==> src/rtl/burst_sleep_ctl.sv <==
module burst_sleep_ctl #(
  parameter int CODE_W     = 8,
  parameter int BURST_CODE = 100,
  parameter int HYST_CODE  = 7,
  parameter int WAKE_CODE  = 70,
  parameter int PERIOD_CYC = 100000,
  parameter int SETTLE_CYC = 4
) (
  input  logic              clk,
  input  logic              rst_n,
  input  logic              halt,
  input  logic [CODE_W-1:0] comp_code,
  input  logic              probe_done,
  output logic              sw_en,
  output logic              probe_req,
  output logic              low_pwr
);

  localparam int MAX_CNT = (PERIOD_CYC > SETTLE_CYC) ? PERIOD_CYC : SETTLE_CYC;
  localparam int CNT_W   = $clog2(MAX_CNT + 1);
  localparam logic [CODE_W-1:0] ENTER_LVL = CODE_W'(BURST_CODE - HYST_CODE);
  localparam logic [CODE_W-1:0] WAKE_LVL  = CODE_W'(WAKE_CODE);
  localparam logic [CNT_W-1:0]  PER_LAST  = CNT_W'(PERIOD_CYC - 1);
  localparam logic [CNT_W-1:0]  SET_LAST  = CNT_W'(SETTLE_CYC - 1);

  typedef enum logic [2:0] {S_OFF, S_RUN, S_IDLE, S_PROBE, S_SETTLE} state_t;

  state_t           state;
  logic [CNT_W-1:0] cnt;

  always_ff @(posedge clk or negedge rst_n) begin
    if (!rst_n) begin
      state <= S_OFF;
      cnt   <= '0;
    end else if (halt) begin
      state <= S_OFF;
      cnt   <= '0;
    end else begin
      case (state)
        S_OFF: begin
          state <= S_RUN;
          cnt   <= '0;
        end
        S_RUN: begin
          cnt <= '0;
          if (comp_code <= ENTER_LVL) state <= S_IDLE;
        end
        S_IDLE: begin
          if (cnt == PER_LAST) begin
            state <= S_PROBE;
            cnt   <= '0;
          end else begin
            cnt <= cnt + 1'b1;
          end
        end
        S_PROBE: begin
          cnt <= '0;
          if (probe_done) state <= S_SETTLE;
        end
        S_SETTLE: begin
          if (cnt == SET_LAST) begin
            state <= (comp_code > WAKE_LVL) ? S_RUN : S_IDLE;
            cnt   <= '0;
          end else begin
            cnt <= cnt + 1'b1;
          end
        end
        default: begin
          state <= S_OFF;
          cnt   <= '0;
        end
      endcase
    end
  end

  assign sw_en     = (state == S_RUN);
  assign probe_req = (state == S_PROBE);
  assign low_pwr   = (state == S_IDLE) || (state == S_PROBE) || (state == S_SETTLE);

endmodule


==> config.mk <==
export PLATFORM = sky130hd
export DESIGN_NAME = burst_sleep_ctl
export DESIGN_NICKNAME = d
export VERILOG_FILES = /design/src/rtl/burst_sleep_ctl.sv
export SDC_FILE = /design/constraint.sdc
export NUM_CORES = 1
export LEC_CHECK = 0
export ABC_CLOCK_PERIOD_IN_PS = 3850
export CAP_MARGIN = 10
export CELL_PAD_IN_SITES_DETAIL_PLACEMENT = 1
export CELL_PAD_IN_SITES_GLOBAL_PLACEMENT = 2
export CORE_MARGIN = 4
export CORE_UTILIZATION = 43
export DETAILED_ROUTE_END_ITERATION = 10
export DONT_BUFFER_PORTS = 1
export GPL_ROUTABILITY_DRIVEN = 0
export PLACE_DENSITY_LB_ADDON = 0.1
export SLEW_MARGIN = 0
export SYNTH_ARGS = -nofsm -noshare
export SYNTH_HDL_FRONTEND = slang
export SYNTH_SLANG_ARGS = --single-unit
==> constraint.sdc <==
create_clock -name clk -period 3.85 [get_ports clk]
set_input_delay 0.77 -clock clk [delete_from_list [all_inputs] [get_ports clk]]
set_output_delay 0.77 -clock clk [all_outputs]
set_load 0.005 [all_outputs]
==> results of run 1 <==
==> cell families after synthesis <==
group | after synthesis
and+or+nand+nor | 58
DFF | 20
AOI/OAI and AO/OA | 16
xor gates and xnor gates | 15
buffers and inverters | 4
adders and majority gates | 1
==> worst reg2reg max path: cells and delay by family, from the launching register on <==
| kind | cells | cell delay [ps] |
|---|---|---|
| AOI/OAI and AO/OA | 2 | 650 |
| adders and majority gates | 1 | 240 |
| DFF | 1 | 400 |
| and+or+nand+nor | 3 | 470 |
==> placed cells by master, fill, tap and decap left out, types with 2 or more instances in the layout <==
master	Yosys	final
clkbuf_4	0	3
nand2_1	9	9
xor2_1	8	8
nor2_4	9	9
inv_1	2	2
and3_1	3	3
o31ai_1	2	2
nor2_1	12	12
xnor2_1	7	7
nor3_1	4	4
dfrtp_1	20	20
and3_2	2	2
a21oi_1	3	3
nand3_1	7	7
==> power breakdown <==
part           leakage [nW]  internal, W  total, W  switching, W
registers             0.276     0.000224  0.000243     0.0000194
clock network        0.0210    0.0000578  0.000125     0.0000676
logic                 0.207    0.0000375  0.000108     0.0000705
==> cell type report <==
class / count / area [um^2] / share of cell area (%)
clock buffer: 4 / 36.3 / 2.87
inverter: 3 / 11.3 / 0.892
multi-input combinational: 90 / 677 / 53.6
sequential: 20 / 500 / 39.6
tap: 30 / 37.5 / 2.97
==> sequential cells by signal, summed over array words and instances, names as in the netlist <==
register and count:
cnt 17, state 3
==> path summary, 6_finish.rpt <==
kind / to / from / cells past startpoint
min reg2reg: cnt[0] / cnt[0] / 1
min in group clk: cnt[0] / cnt[0] / 1
max reg2reg: cnt[2] / cnt[0] / 6
max in group asynchronous: cnt[16] / rst_n / 0
min: state[2] / rst_n / 0
max: low_pwr / state[1] / 2
==> metrics by stage <==
stage	total power [W]	utilization [%]	instance area (um^2)	cells
final	0.000477	49.2	1260	147
after global placement	0.000354	47.8	1230	143
after detailed placement	0.000357	47.8	1230	143
after floorplan	0.000341	-	1210	114
after global routing	0.000507	49.2	1260	147
after CTS	0.000482	49.2	1260	147
==> layer usage <==
layer / global-route usage (%) / wire length, um
met1: 22.6 / 1260
met2: 24.0 / 1100
met3: 3.98 / 104
met4: 1.86 / 0
met5: 0 / 0
==> results.sh, run 1 <==
export IMPL_synth_area_mm2=0.00121
export IMPL_dp_hpwl_um=1950
export IMPL_numCtsBuffers=3
export IMPL_worst_pin_slew_ps=345
export IMPL_synth_common_cells="20 x dfrtp_1, 12 x nor2_1, 9 x nand2_1, 9 x nor2_4, 8 x xor2_1"
export IMPL_synth_ff_type="dfrtp_1"
export IMPL_yosysWarnings=0
export IMPL_core_area_mm2=0.00257
export IMPL_ir_drop_uv=249
export IMPL_grt_antenna_before_repair=0
export IMPL_path_class="reg -> out"
export IMPL_cp_top_family="simple AND/OR/NAND/NOR gates"
export IMPL_port_buffers=0
export IMPL_synth_largest_area_cell="dfrtp_1"
export IMPL_timing_final_ws_setup_ps=1770
export IMPL_cts_htree_levels=1
export IMPL_ys_top_cells_by_area="dfrtp_1 41%, nor2_4 8.4%, xor2_1 5.8%, xnor2_1 5.1%, nor2_1 3.7%"
export IMPL_avgViaCountPerCell=5.74
export IMPL_r2r_setup_slack_ps=1980
export IMPL_drtIter0Drc=8
export IMPL_synth_top_family_by_area="simple AND/OR/NAND/NOR gates"
export IMPL_grt_first_pass_wirelength_um=4200
export IMPL_synth_xor_area_share_pct=10.9
export IMPL_cpPeakStageDelay_ps=470
export IMPL_setup_tns_ps=0
export IMPL_cp_num_buf_inv=0
export IMPL_ys_types=39
export IMPL_critPathCaptureType="primary output"
export IMPL_cp_start_kind="register"
export IMPL_yosysTopAreaCellShare_pct=41.4
export IMPL_nNetsFinal=131
export IMPL_wl_um=2460
export IMPL_fin_worst_skew_ps=6.26
export IMPL_drt_first_pass_iters=3
export IMPL_hold_ws_ps=134
export IMPL_period_share_pct=54.0
export IMPL_synthArstFlopShare_pct=100
export IMPL_crit_arrival_ps=1310
export IMPL_power_density_mw_per_mm2=377
export IMPL_cts_hold_buffers=0
export IMPL_rsz0062_at_grt="false"
export IMPL_drc=0
export IMPL_rows=18
export IMPL_synth_nets=127
export IMPL_grt_max_degree=21
export IMPL_worstPathMaxFanout=8
export IMPL_first_global_vias=892
export IMPL_synth_seq_cells=20
export IMPL_post_drt_wl_per_cell_um=16.7
export IMPL_cts_setup_buffers=0
export IMPL_max_freq_ghz=0.481
export IMPL_cts_sinks=20
export IMPL_p_leak_nw=0.505
export IMPL_postSynthAreaPerCell_um2=10.6
export IMPL_status="completed"
export IMPL_diodes=0
export IMPL_ys_seq_area_share_pct=41.4
export IMPL_synthSimpleGateAreaFrac_pct=31.9
export IMPL_post_place_ws_ps=1990
export IMPL_dieArea_mm2=0.00372
export IMPL_ant_nets=0
export IMPL_drive_gt1_share_pct=22.2
export IMPL_fill_cells=298
export IMPL_root_buffer="clkbuf_4"
export IMPL_die_x_um=61.0
export IMPL_cts_max_path_buffers=2
export IMPL_hold_class="in -> async"
export IMPL_cp_required_ps=3080
export IMPL_synthCells=114
export IMPL_vias=844
export IMPL_worstPathCellList="or3_4 -> nand2_1"
export IMPL_max_cap_violations=0
export IMPL_area_growth_pct=4.45
export IMPL_clk_insertion_delay_late_ps=310
export IMPL_track_usage_pct=15.5
export IMPL_cpMaxStageDelayCell="dfrtp_1"
export IMPL_ioPinCount=15
export IMPL_overflow=0
export IMPL_slew_viol_final=0
export IMPL_start_util_pct=47.1
export IMPL_synth_compound_area_share_pct=12.2
export IMPL_synth_area_mux_share_pct=0
export IMPL_min_period_ps=2080
export IMPL_synth_edff_count=0
export IMPL_hold_violations=0
export IMPL_finalSetupViolCount=0
export IMPL_timing_slew_headroom_pct=76.9
export IMPL_synth_fa_ha_area_share_pct=1.04
export IMPL_cts_tree="built"
export IMPL_synth_most_common_cell="dfrtp_1"
export IMPL_clk_pin_slew_ps=120
export IMPL_dieHeight_um=61.0
export IMPL_cts_resized=0
Note: power is estimated with default switching activity, not from simulation.
==> run 2: changes to the inputs <==
--- a/config.mk
+++ b/config.mk
@@ -5,12 +5,12 @@
 export SDC_FILE = /design/constraint.sdc
 export NUM_CORES = 1
 export LEC_CHECK = 0
-export ABC_CLOCK_PERIOD_IN_PS = 3850
+export ABC_CLOCK_PERIOD_IN_PS = 2000
 export CAP_MARGIN = 10
 export CELL_PAD_IN_SITES_DETAIL_PLACEMENT = 1
 export CELL_PAD_IN_SITES_GLOBAL_PLACEMENT = 2
 export CORE_MARGIN = 4
-export CORE_UTILIZATION = 43
+export CORE_UTILIZATION = 40
 export DETAILED_ROUTE_END_ITERATION = 10
 export DONT_BUFFER_PORTS = 1
 export GPL_ROUTABILITY_DRIVEN = 0
==> constraint.sdc (replaced) <==
create_clock -name clk -period 2 [get_ports clk]
set_input_delay 0.4 -clock clk [delete_from_list [all_inputs] [get_ports clk]]
set_output_delay 0.4 -clock clk [all_outputs]
set_load 0.005 [all_outputs]
==> run 2 against run 1 <==
Compared with the run above:
- worst setup slack lost 1600 ps
- first-iteration DRC count rose to 3.9 times the previous value
- final area rose by 6.4%
==> results.sh, run 2 (synthesized netlist as in run 1, its figures left out) <==
export IMPL_cp_num_buf_inv=1
export IMPL_worst_pin_slew_ps=926
export IMPL_hold_class="in -> reg"
export IMPL_cp_required_ps=2200
export IMPL_vias=884
export IMPL_grt_max_degree=21
export IMPL_drtIter0Drc=31
export IMPL_drive_gt1_share_pct=25.8
export IMPL_timing_slew_headroom_pct=38.1
export IMPL_regToRegStartpoint="cnt[0]"
export IMPL_grt_antenna_before_repair=0
export IMPL_rows=19
export IMPL_port_buffers=0
export IMPL_diodes=0
export IMPL_p_leak_nw=0.549
export IMPL_worstPathCellList="ha_1 -> and3_2 -> nand4_2 -> o31ai_4 -> a21o_4 -> buf_4 -> nor2_4"
export IMPL_dieHeight_um=63.0
export IMPL_start_util_pct=42.7
export IMPL_dieArea_mm2=0.00397
export IMPL_critPathCaptureType="register"
export IMPL_fin_worst_skew_ps=3.11
export IMPL_cts_max_path_buffers=2
export IMPL_rsz0062_at_grt="false"
export IMPL_cts_resized=0
export IMPL_post_drt_wl_per_cell_um=17.2
export IMPL_dp_hpwl_um=2020
export IMPL_cpPeakStageDelay_ps=400
export IMPL_top_register="cnt"
export IMPL_period_share_pct=93.7
export IMPL_layout_common_cells="20 x dfrtp_1, 12 x nor2_1, 9 x nand2_1, 9 x nor2_4, 8 x xor2_1"
export IMPL_cts_tree="built"
export IMPL_ioPinCount=15
export IMPL_grt_first_pass_wirelength_um=4830
export IMPL_hold_ws_ps=148
export IMPL_first_global_vias=1059
export IMPL_max_cap_violations=0
export IMPL_slew_viol_final=0
export IMPL_min_from="halt"
export IMPL_cts_sinks=20
export IMPL_finalSetupViolCount=0
export IMPL_crit_path_start="cnt[0]"
export IMPL_ir_drop_uv=267
export IMPL_overflow=0
export IMPL_largest_reg_flops=17
export IMPL_final_common_cell="dfrtp_1"
export IMPL_clk_pin_slew_ps=110
export IMPL_cpMaxStageDelayCell="dfrtp_1"
export IMPL_wl_um=2660
export IMPL_ant_nets=0
export IMPL_post_route_util_pct=47.5
export IMPL_core_area_mm2=0.00283
export IMPL_clk_insertion_delay_late_ps=300
export IMPL_avgViaCountPerCell=5.70
export IMPL_cp_top_family="compound AO/OA/AOI/OAI gates"
export IMPL_track_usage_pct=15.4
export IMPL_dp_cells=146
export IMPL_area_growth_pct=11.2
export IMPL_reg_largest_list="cnt: 17 flops, state: 3 flops"
export IMPL_final_cells=155
export IMPL_die_x_um=63.0
export IMPL_power_density_mw_per_mm2=723
export IMPL_drt_first_pass_iters=3
export IMPL_root_buffer="clkbuf_4"
export IMPL_max_freq_ghz=0.534
export IMPL_crit_arrival_ps=2070
export IMPL_cp_start_kind="register"
export IMPL_path_class="reg -> reg"
export IMPL_status="completed"
export IMPL_drc=0
export IMPL_setup_tns_ps=0
export IMPL_worstPathMaxFanout=7
export IMPL_cts_htree_levels=1
export IMPL_hold_violations=0
export IMPL_min_period_ps=1870
export IMPL_numCtsBuffers=3
export IMPL_nNetsFinal=138
## run 2: final cells by class
type | instances | area [um^2]
fillers | 333 | 1490
well taps | 31 | 38.8
inverters | 3 | 11.3
clock buffers | 4 | 36.3
multi-input cells | 90 | 677
repair buffers | 7 | 80.1
flip-flops and latches | 20 | 500
## run 2: routing by layer
metal	share of wire [%]	up-vias	wire [um]	global-route usage [%]
li1	-	421	-	-
met1	45	446	1190	18.9
met2	51	15	1350	26.9
met3	4.0	2	107	3.78
met4	0.64	0	17	3.31
met5	0	-	0	0
## run 2: worst reg2reg max path: cells and delay by family (launching register included)
kind	cells	cell delay [ps]
AND/OR/NAND/NOR	3	430
AO/OA/AOI/OAI	2	500
adder cells (fa/ha/maj)	1	260
flip-flops	1	400
buffers and inverters	1	180
## run 2: where the power goes
part	switching [W]	internal [W]
clock network	0.000122	0.000111
registers	0.0000380	0.000431
logic	0.000148	0.000121
total	0.000309	0.000663
## run 2: what timing repair did
| item | in CTS | in global routing |
|---|---|---|
| endpoints found under the setup margin | 0 | 6 |
| setup buffers | 0 | 4 |
| hold buffers | 1 | 0 |
| endpoints found under the hold margin | 20 | 0 |
## run 2: through the flow
step / worst slack (ps) / instance area [um^2] / power [W]
CTS: 73.2 / 1290 / 0.000933
finish: 126 / 1340 / 0.000971
floorplan: 317 / 1210 / 0.000657
detailed placement: 123 / 1240 / 0.000683
global placement: 190 / 1240 / 0.000678
global route: 20.4 / 1340 / 0.00105
## run 2: path summary, 6_finish.rpt
check                                 to  slack (ps)  cells past startpoint
worst min register to register    cnt[0]         470                      1
worst max-delay path             cnt[13]         130                      7
max in group asynchronous         cnt[6]         770                      1
worst min-delay path            state[2]         150                      1
min in group asynchronous         cnt[5]         670                      1
worst max register to register   cnt[13]         130                      7
==> run 3: changes to the inputs <==
--- a/config.mk
+++ b/config.mk
@@ -5,12 +5,12 @@
 export SDC_FILE = /design/constraint.sdc
 export NUM_CORES = 1
 export LEC_CHECK = 0
-export ABC_CLOCK_PERIOD_IN_PS = 2000
+export ABC_CLOCK_PERIOD_IN_PS = 1600
 export CAP_MARGIN = 10
 export CELL_PAD_IN_SITES_DETAIL_PLACEMENT = 1
 export CELL_PAD_IN_SITES_GLOBAL_PLACEMENT = 2
 export CORE_MARGIN = 4
-export CORE_UTILIZATION = 40
+export CORE_UTILIZATION = 36
 export DETAILED_ROUTE_END_ITERATION = 10
 export DONT_BUFFER_PORTS = 1
 export GPL_ROUTABILITY_DRIVEN = 0
==> constraint.sdc (replaced) <==
create_clock -name clk -period 1.6 [get_ports clk]
set_input_delay 0.32 -clock clk [delete_from_list [all_inputs] [get_ports clk]]
set_output_delay 0.32 -clock clk [all_outputs]
set_load 0.005 [all_outputs]
==> run 3 against run 2 <==
Compared with the run above:
- the run now ends with setup timing left
- hold slack got worse by 77 ps
- register-to-register slack got worse by 150 ps
- combinational power up 64%
- global-route usage down 0.54 points
- critical endpoint is now cnt[2]
- largest cell class unchanged
==> results.sh, run 3 (synthesized netlist as in run 1, its figures left out) <==
export IMPL_overflow=0
export IMPL_clk_insertion_delay_late_ps=290
export IMPL_grt_max_degree=21
export IMPL_drtIter0Drc=21
export IMPL_cts_sinks=20
export IMPL_grt_antenna_before_repair=0
export IMPL_final_common_cell="buf_4"
export IMPL_critPathCaptureType="register"
export IMPL_wl_um=2920
export IMPL_dieHeight_um=65.9
export IMPL_reg2reg_to="cnt[2]"
export IMPL_fin_worst_skew_ps=3.56
export IMPL_area_growth_pct=37.7
export IMPL_path_class="reg -> reg"
export IMPL_start_util_pct=38.6
export IMPL_grt_first_pass_wirelength_um=4940
export IMPL_drive_gt1_share_pct=48.3
export IMPL_ioPinCount=15
export IMPL_diodes=0
export IMPL_top_register="cnt"
export IMPL_p_total_w=0.00124
export IMPL_clk_pin_slew_ps=110
export IMPL_worst_pin_slew_ps=927
export IMPL_max_freq_ghz=0.617
export IMPL_cp_depth=7
export IMPL_crit_arrival_ps=1810
export IMPL_r2r_cells=7
export IMPL_worstPathMaxFanout=8
export IMPL_root_buffer="clkbuf_4"
export IMPL_track_usage_pct=14.8
export IMPL_dp_hpwl_um=2160
export IMPL_cts_tree="built"
export IMPL_drc=0
export IMPL_layout_common_cells="26 x buf_4, 18 x dfrtp_1, 14 x nor2_4"
export IMPL_fill_cells=351
export IMPL_ant_nets=0
export IMPL_cp_start_kind="register"
export IMPL_numCtsBuffers=3
export IMPL_cts_htree_levels=1
export IMPL_worstPathCellList="ha_4 -> and3_4 -> nand4_4 -> o31ai_4 -> a21o_4 -> buf_12 -> nor2_2"
export IMPL_slew_viol_final=0
export IMPL_hold_class="in -> reg"
export IMPL_finalSetupViolCount=16
export IMPL_cp_top_family="compound AO/OA/AOI/OAI gates"
export IMPL_p_leak_nw=0.679
export IMPL_timing_final_ws_setup_ps=-20.5
export IMPL_r2r_setup_slack_ps=-20
export IMPL_port_buffers=0
export IMPL_reg_largest_list="cnt: 17 flops, state: 3 flops"
export IMPL_post_route_util_pct=53.2
export IMPL_nNetsFinal=162
export IMPL_core_area_mm2=0.00313
export IMPL_largest_reg_flops=17
export IMPL_multi_input_area_um2=805
export IMPL_max_cap_violations=0
export IMPL_vias=953
export IMPL_rows=20
export IMPL_dp_cells=178
export IMPL_final_cells=191
export IMPL_cp_num_buf_inv=1
export IMPL_cts_max_path_buffers=2
export IMPL_die_x_um=65.9
export IMPL_crit_path_start="cnt[0]"
export IMPL_ir_drop_uv=341
export IMPL_status="finished, violations left"
export IMPL_register_area_um2=503
export IMPL_rsz0062_at_grt="true"
export IMPL_first_global_vias=1060
export IMPL_cp_required_ps=1790
export IMPL_crit_end="cnt[2]"
export IMPL_cpMaxStageDelayCell="dfrtp_1"
export IMPL_power_density_mw_per_mm2=745
export IMPL_min_period_ps=1620
export IMPL_failed_checks="setup timing"
export IMPL_cpPeakStageDelay_ps=410
export IMPL_hold_violations=0
export IMPL_timing_slew_headroom_pct=38.0
export IMPL_regToRegStartpoint="cnt[0]"
export IMPL_dieArea_mm2=0.00435
export IMPL_drt_first_pass_iters=4
export IMPL_post_drt_wl_per_cell_um=15.3
export IMPL_period_share_pct=101
export IMPL_avgViaCountPerCell=4.99
[run 3: changes by cell type in the layout (fill, tap and decap cells not counted), moves of 2 or more]
cell     before  now
and3_4        0    2
buf_4         4   26
buf_6         0    2
dfrtp_1      20   18
dfrtp_2       0    2
nor2_1       12    6
nor2_4        9   14
xor2_1        8    5
xor2_2        0    3
[run 3: per-stage QoR]
stage	TNS [ps]	hold slack, ps	worst slack (ps)	cell area [um^2]
floorplan	0	24.4	12.9	1220
global placement	-667	24.9	-59.3	1440
detailed placement	-796	25.0	-68.4	1440
CTS	-379	61.2	-30.6	1540
global route	-1370	44.7	-94.4	1660
finish	-226	71.4	-20.5	1660
[run 3: worst min-delay path by stage]
stage / start / endpoint / slack, ps / depth (start not counted)
2_1_floorplan: rst_n / cnt[0] / 20 / 0
3_3_place_gp: rst_n / state[1] / 20 / 0
3_5_place_dp: rst_n / state[1] / 20 / 0
4_1_cts: halt / state[2] / 60 / 1
5_1_grt: halt / state[2] / 40 / 1
6_report: halt / state[2] / 70 / 1
[run 3: power breakdown]
part / switching, W / internal (W) / total (W)
Sequential: 0.0000266 / 0.000539 / 0.000565
Clock: 0.000146 / 0.0000876 / 0.000233
Combinational: 0.000243 / 0.000198 / 0.000441
Total: 0.000415 / 0.000824 / 0.00124
[run 3: worst reg2reg max path, cell delays in order, from the launching register on]
cell and delay, ps:
dfrtp_1 410, ha_4 160, and3_4 200, nand4_4 80, o31ai_4 280, a21o_4 180, buf_12 160, nor2_2 50
[run 3: what timing repair did]
action                     in CTS  in global routing
pin swaps                      17                  8
gates resized for setup         8                 18
hold endpoints to repair       20                  0
buffers inserted                5                  4
setup endpoints to repair      16                 18
hold buffers                    1                  0
[run 3: area by class of cell]
class,count,share of cell area (%)
multi-input cells,90,48.3
flip-flops and latches,20,30.2
repair buffers,31,16.1
well taps,44,3.31
clock buffers,3,1.35
inverters,3,0.677
[run 3: layer usage]
metal / routed length, um / track usage (%)
met1: 1240 / 17.3
met2: 1570 / 27.0
met3: 97 / 4.42
met4: 15 / 2.28
met5: 0 / 0
